===== config.mk =====
export PLATFORM = sky130hd
export DESIGN_NAME = tcam_core
export DESIGN_NICKNAME = d
export VERILOG_FILES = /design/src/rtl/tcam_pkg.sv /design/src/rtl/tcam_prio_enc.sv /design/src/rtl/tcam_match_array.sv /design/src/rtl/tcam_assoc_ram.sv /design/src/rtl/tcam_core.sv
export SDC_FILE = /design/constraint.sdc
export NUM_CORES = 2
export LEC_CHECK = 0
export BUFFER_PORTS_ARGS = -buffer_cell sky130_fd_sc_hd__buf_4
export CORE_MARGIN = 3
export CORE_UTILIZATION = 55
export DETAILED_ROUTE_END_ITERATION = 6
export HOLD_SLACK_MARGIN = 0.02
export PLACE_DENSITY = 0.71
export SYNTH_ARGS = -nofsm -noshare
export SYNTH_HDL_FRONTEND = slang
export SYNTH_SLANG_ARGS = --single-unit

===== constraint.sdc =====
create_clock -name clk -period 37 [get_ports clk]
set_input_delay 5.55 -clock clk [delete_from_list [all_inputs] [get_ports clk]]
set_output_delay 5.55 -clock clk [all_outputs]
set_load 0.05 [all_outputs]

===== src/rtl/tcam_pkg.sv =====
package tcam_pkg;
  typedef enum logic [2:0] {
    CMD_IDLE      = 3'd0,
    CMD_WR_AT     = 3'd1,
    CMD_WR_FREE   = 3'd2,
    CMD_INVAL     = 3'd3,
    CMD_INVAL_ALL = 3'd4,
    CMD_SEARCH    = 3'd5,
    CMD_NEXT      = 3'd6,
    CMD_SPARE     = 3'd7
  } tcam_cmd_e;
endpackage


===== src/rtl/tcam_prio_enc.sv =====
// Lowest set bit wins; idx is zero when nothing is set.
module tcam_prio_enc #(
  parameter int N  = 32,
  parameter int IW = $clog2(N)
) (
  input  logic [N-1:0]  vec,
  output logic          any,
  output logic [IW-1:0] idx
);
  always_comb begin
    any = |vec;
    idx = '0;
    for (int i = N - 1; i >= 0; i--) begin
      if (vec[i]) idx = IW'(i);
    end
  end
endmodule


===== src/rtl/tcam_match_array.sv =====
module tcam_match_array #(
  parameter int ENTRIES = 32,
  parameter int DATA_W  = 32,
  parameter int FMT_W   = 2,
  parameter int IW      = $clog2(ENTRIES),
  parameter int BYTES   = DATA_W / 8
) (
  input  logic               clk,
  input  logic               rst,
  input  logic               wr_en,
  input  logic [IW-1:0]      wr_idx,
  input  logic [DATA_W-1:0]  wr_key,
  input  logic [DATA_W-1:0]  wr_mask,
  input  logic [FMT_W-1:0]   wr_fmt,
  input  logic               clr_en,
  input  logic [IW-1:0]      clr_idx,
  input  logic               clr_all,
  input  logic [DATA_W-1:0]  s_key,
  input  logic [FMT_W-1:0]   s_fmt,
  input  logic [BYTES-1:0]   s_col,
  output logic [ENTRIES-1:0] hit_vec,
  output logic [ENTRIES-1:0] valid_nx
);
  logic [DATA_W-1:0]  key_q  [ENTRIES];
  logic [DATA_W-1:0]  mask_q [ENTRIES];
  logic [FMT_W-1:0]   fmt_q  [ENTRIES];
  logic [ENTRIES-1:0] valid_q;
  logic [DATA_W-1:0]  col_bits;

  for (genvar b = 0; b < BYTES; b++) begin : g_col
    assign col_bits[b*8 +: 8] = {8{s_col[b]}};
  end

  always_comb begin
    valid_nx = valid_q;
    if (clr_all) begin
      valid_nx = '0;
    end else begin
      if (wr_en)  valid_nx[wr_idx]  = 1'b1;
      if (clr_en) valid_nx[clr_idx] = 1'b0;
    end
  end

  always_ff @(posedge clk) begin
    if (rst) valid_q <= '0;
    else     valid_q <= valid_nx;
  end

  always_ff @(posedge clk) begin
    if (wr_en) begin
      key_q[wr_idx]  <= wr_key;
      mask_q[wr_idx] <= wr_mask;
      fmt_q[wr_idx]  <= wr_fmt;
    end
  end

  for (genvar e = 0; e < ENTRIES; e++) begin : g_ent
    logic [DATA_W-1:0] diff;
    assign diff       = (key_q[e] ^ s_key) & ~mask_q[e] & col_bits;
    assign hit_vec[e] = valid_q[e] && (fmt_q[e] == s_fmt) && (diff == '0);
  end
endmodule


===== src/rtl/tcam_assoc_ram.sv =====
// Simple dual-port RAM with registered read, block-RAM shaped.
module tcam_assoc_ram #(
  parameter int DEPTH = 32,
  parameter int W     = 16,
  parameter int AW    = $clog2(DEPTH)
) (
  input  logic          clk,
  input  logic          rst,
  input  logic          we,
  input  logic [AW-1:0] waddr,
  input  logic [W-1:0]  wdata,
  input  logic [AW-1:0] raddr,
  output logic [W-1:0]  rdata
);
  logic [W-1:0] mem [DEPTH];

  always_ff @(posedge clk) begin
    if (we) mem[waddr] <= wdata;
  end

  always_ff @(posedge clk) begin
    if (rst) rdata <= '0;
    else     rdata <= mem[raddr];
  end
endmodule


===== src/rtl/tcam_core.sv =====
module tcam_core
  import tcam_pkg::*;
#(
  parameter int ENTRIES = 32,
  parameter int DATA_W  = 32,
  parameter int FMT_W   = 2,
  parameter int ASSOC_W = 16,
  localparam int IW     = $clog2(ENTRIES),
  localparam int BYTES  = DATA_W / 8
) (
  input  logic               clk,
  input  logic               rst,
  input  logic [2:0]         cmd,
  input  logic [IW-1:0]      addr,
  input  logic [DATA_W-1:0]  key_in,
  input  logic [DATA_W-1:0]  mask_in,
  input  logic [FMT_W-1:0]   fmt_in,
  input  logic [ASSOC_W-1:0] assoc_in,
  input  logic [BYTES-1:0]   col_en,
  output logic               hit_flag,
  output logic [IW-1:0]      hit_idx,
  output logic               free_flag,
  output logic [IW-1:0]      free_idx,
  output logic [ASSOC_W-1:0] assoc_out
);
  tcam_cmd_e          op;
  logic               wr_en, clr_en, clr_all, drop_hits;
  logic [IW-1:0]      wr_idx;
  logic [ENTRIES-1:0] cmp_vec, valid_nx, hit_q, retired, sel_vec;
  logic               sel_any, free_any;
  logic [IW-1:0]      sel_idx, free_c;

  assign op        = tcam_cmd_e'(cmd);
  assign wr_en     = (op == CMD_WR_AT) || (op == CMD_WR_FREE && free_flag);
  assign wr_idx    = (op == CMD_WR_AT) ? addr : free_idx;
  assign clr_en    = (op == CMD_INVAL);
  assign clr_all   = (op == CMD_INVAL_ALL);
  assign drop_hits = (op == CMD_WR_AT) || (op == CMD_WR_FREE) || clr_en || clr_all;

  tcam_match_array #(
    .ENTRIES(ENTRIES), .DATA_W(DATA_W), .FMT_W(FMT_W), .IW(IW), .BYTES(BYTES)
  ) u_array (
    .clk(clk), .rst(rst),
    .wr_en(wr_en), .wr_idx(wr_idx), .wr_key(key_in), .wr_mask(mask_in), .wr_fmt(fmt_in),
    .clr_en(clr_en), .clr_idx(addr), .clr_all(clr_all),
    .s_key(key_in), .s_fmt(fmt_in), .s_col(col_en),
    .hit_vec(cmp_vec), .valid_nx(valid_nx)
  );

  // Retire the current winner from the kept set for next-match.
  assign retired = hit_q & ~(ENTRIES'(1) << hit_idx);
  assign sel_vec = (op == CMD_SEARCH) ? cmp_vec : retired;

  tcam_prio_enc #(.N(ENTRIES), .IW(IW)) u_hit_enc (
    .vec(sel_vec), .any(sel_any), .idx(sel_idx)
  );

  tcam_prio_enc #(.N(ENTRIES), .IW(IW)) u_free_enc (
    .vec(~valid_nx), .any(free_any), .idx(free_c)
  );

  always_ff @(posedge clk) begin
    if (rst) begin
      hit_q     <= '0;
      hit_flag  <= 1'b0;
      hit_idx   <= '0;
      free_flag <= 1'b1;
      free_idx  <= '0;
    end else begin
      free_flag <= free_any;
      free_idx  <= free_c;
      if (op == CMD_SEARCH || op == CMD_NEXT) begin
        hit_q    <= sel_vec;
        hit_flag <= sel_any;
        hit_idx  <= sel_idx;
      end else if (drop_hits) begin
        hit_q    <= '0;
        hit_flag <= 1'b0;
        hit_idx  <= '0;
      end
    end
  end

  tcam_assoc_ram #(.DEPTH(ENTRIES), .W(ASSOC_W), .AW(IW)) u_assoc (
    .clk(clk), .rst(rst),
    .we(wr_en), .waddr(wr_idx), .wdata(assoc_in),
    .raddr(hit_idx), .rdata(assoc_out)
  );
endmodule


==> reports/metrics.cfg <==
[outcome]
status=complete, but fails checks
violations=max-capacitance violations, max-slew violations

[setup_path]
critical_path_depth=11
reg2reg_to=u_array.mask_q[19][24]
cp_top_family=compound AO/OA/AOI/OAI gates
r2r_setup_slack_ns=33.09
path_cells=buf_4, buf_4, xnor2_1, o22ai_1, o41ai_1, nand4_1, o21ai_1, nor4_1, a41oi_1, or4b_1, a21oi_1
critPathBufInv=2
rr_startpoint=free_idx[1]
critPathCaptureType=flop
critical_path.max_stage_delay_ns=1.32
endpoint=hit_idx[4]
crit_path_frequent_cell=buf_4
crit_type=input port to flop
reg2reg_depth=5
worstPathRequired_ns=37.84
startpoint=key_in[16]
critPathArrivalTime_ns=9.88
crit_fanout=36
critPathLaunchType=input port
critical_path.slowest_cell=o41ai_1

[synth]
synth_ff_type=edfxtp_1
syn_nets=5483
synth_xor_area_frac=0.09279
async_reset_ff_frac=0
yosys_warnings=0
yosys.area_share.adder=0
synth-compound-area-share=0.05636
syn-cell-area_um2=102700
synthCells=5387
synth-edff-count=2624
avgSynthCellArea_um2=19.06
yosysSeqAreaShare=0.7852
muxShareOfSynthArea=0.03776
synth_top_family_by_area=XOR/XNOR gates
synth-simple-area-share=0.01668
ys_ff_latch=2716
yosysUniqueCellTypes=71

[global_routing]
grt_pass1_vias=50940
grt_use_total=0.2495
antenna_found_initial=8
overflow=0
grt_start_max_net_pins=72
grt_pass1_wl_mm=348.6

[sta]
period_needed_ns=9.040
rsz0062_at_grt=false
setup_tns_ns=0
fmax_mhz=110.6
worstMarginPinSlew_ns=1.536
hold_violations=0
setup_violations=0
slew_headroom=-0.03707
fin_crit_sh=0.2443
skew_ns=0.05473
slew_violations=2

[route]
wl_per_cell_um=28.55
routed_wl_mm=239.1
via_count=51340
ant_nets=0
firstDrtPassIters=6
drc=0
initialDrtViolationCount=5504
via_per_inst=6.130

[power_and_ir_drop]
p_leak_nw=34.71
peakVddDrop_v=0.00005428
power_per_cell_area_nw_per_um2=53.88
finalPower_mw=6.232

[place]
gp_congestion=0.9442
portBuffers=123
hpwl_mm=134.6

[die]
core-area_um2=184300
rows=157
start_util=0.5573
dieArea_um2=191900
die_h_um=438.1
die-width_um=438.1
floorplan.io_pins=124

[layout]
area_growth_pct=12.63
final_cell_mix=edfxtp_1, xnor2_1, o22ai_1
layout_commonest_cell=edfxtp_1
nNetsFinal=5814
drive_gt1_frac=0.1528

[clock_network]
path_clk_slew_ns=0.06
tritoncts=done
clock-sinks=2716
post_cts_buffers=0
h-tree-depth=5
hold_buffers=0
cts_buffers=282
root_buffer=clkbuf_16
cts_resized=0
clockBufferDepth=4
worstSkewPairLatency_ns=0.92

[flow_run]
max_cap_violations=1

[hold_path]
hold_path.class=flop to flop

-- cell families after synthesis --
family / after synthesis
AOI/OAI and AO/OA: 841
and+or+nand+nor: 320
DFF: 2716
xor gates and xnor gates: 1088
buffers and inverters: 236
muxes: 186
-- routing by layer --
layer / track usage / vias up / wire, um
met2: 0.3894 / 2154 / 113000
met3: 0.04330 / 424 / 18460
met5: 0 / - / 0
met1: 0.3586 / 26690 / 99240
li1: - / 22070 / -
met4: 0.08973 / 0 / 8410
-- stage by stage --
step / area, um^2 / worst slack [ns] / util / hold slack, ns / instances
2_1_floorplan: 102700 / 20.63 / - / 0.4657 / 5387
3_3_place_gp: 107300 / 27.06 / 0.5821 / 0.4787 / 7897
3_5_place_dp: 107300 / 27.08 / 0.5821 / 0.4861 / 7897
4_1_cts: 115700 / 28.03 / 0.6276 / 0.5011 / 8371
5_1_grt: 115700 / 27.88 / 0.6277 / 0.5263 / 8374
6_report: 115700 / 27.96 / 0.6277 / 0.5024 / 8376
-- area by class of cell --
class / instances / area, um^2
Inverter: 8 / 30.03
Clock buffer: 373 / 7637
Tap cell: 2464 / 3083
Multi-Input combinational cell: 2435 / 21440
Timing Repair Buffer: 275 / 2062
Clock inverter: 101 / 753.2
Fill cell: 12590 / 68590
Antenna cell: 4 / 10.01
Sequential cell: 2716 / 80650
-- flip-flops by register name, summed over array words and instances (netlist names) --
name,cells
free_flag,1
free_idx,5
hit_flag,1
hit_idx,5
hit_q,32
u_array.fmt_q,64
u_array.key_q,1024
u_array.mask_q,1024
u_array.valid_q,32
u_assoc.mem,512
u_assoc.rdata,16
-- report_power, final --
group,switching [mW],leakage [nW],total [mW],internal [mW]
combinational,0.166,6.24,0.240,0.0737
sequential,0.00338,24.4,3.38,3.38
clock,1.09,4.11,2.61,1.51
total,1.26,34.7,6.23,4.97
-- cells in the mapped netlist (7+ instances only) --
cell         n  area [um^2]
o41ai_1    128         1121
buf_1       21        78.83
nor4_1      17        106.4
nand2b_1    12        75.07
nand4_1     69        431.7
xnor2_1   1088         9529
buf_4       25        187.7
buf_2      113        565.5
mux4_2     160         3603
o21a_1      12        90.09
nand2_1     30        112.6
nor3_1      11        55.05
mux2i_1     20        200.2
o21ai_1     29        145.1
nor2b_1     17        106.4
o221ai_1    21        183.9
clkbuf_1    65        244.0
a22oi_1     32        240.2
a21oi_1     19        95.09
o21ai_0     11        55.05
o221a_2      8        90.09
o211ai_1    37        277.8
edfxtp_1  2624        78800
dfxtp_1     92         1842
o22ai_1    512         3203
inv_1        7        26.28
or3_1        7        43.79
nor2_1     116        435.4
-- worst min-delay path by stage --
stage	slack, ns	from	depth (start not counted)	endpoint
2_1_floorplan	0.47	hit_q[11]	2	hit_q[11]
3_3_place_gp	0.48	hit_q[8]	2	hit_q[8]
3_5_place_dp	0.49	hit_q[1]	2	hit_q[1]
4_1_cts	0.50	hit_q[14]	2	hit_q[14]
5_1_grt	0.53	hit_q[14]	2	hit_q[14]
6_report	0.50	hit_q[14]	2	hit_q[14]
-- worst reg2reg max path: stages (launching register included) --
cell and delay (ns):
dfxtp_1 0.49, nand4b_1 0.17, a21oi_1 0.53, nand2_1 0.40, nor2_4 0.82, buf_4 0.97
No activity file was read; power rests on OpenSTA's default activity.
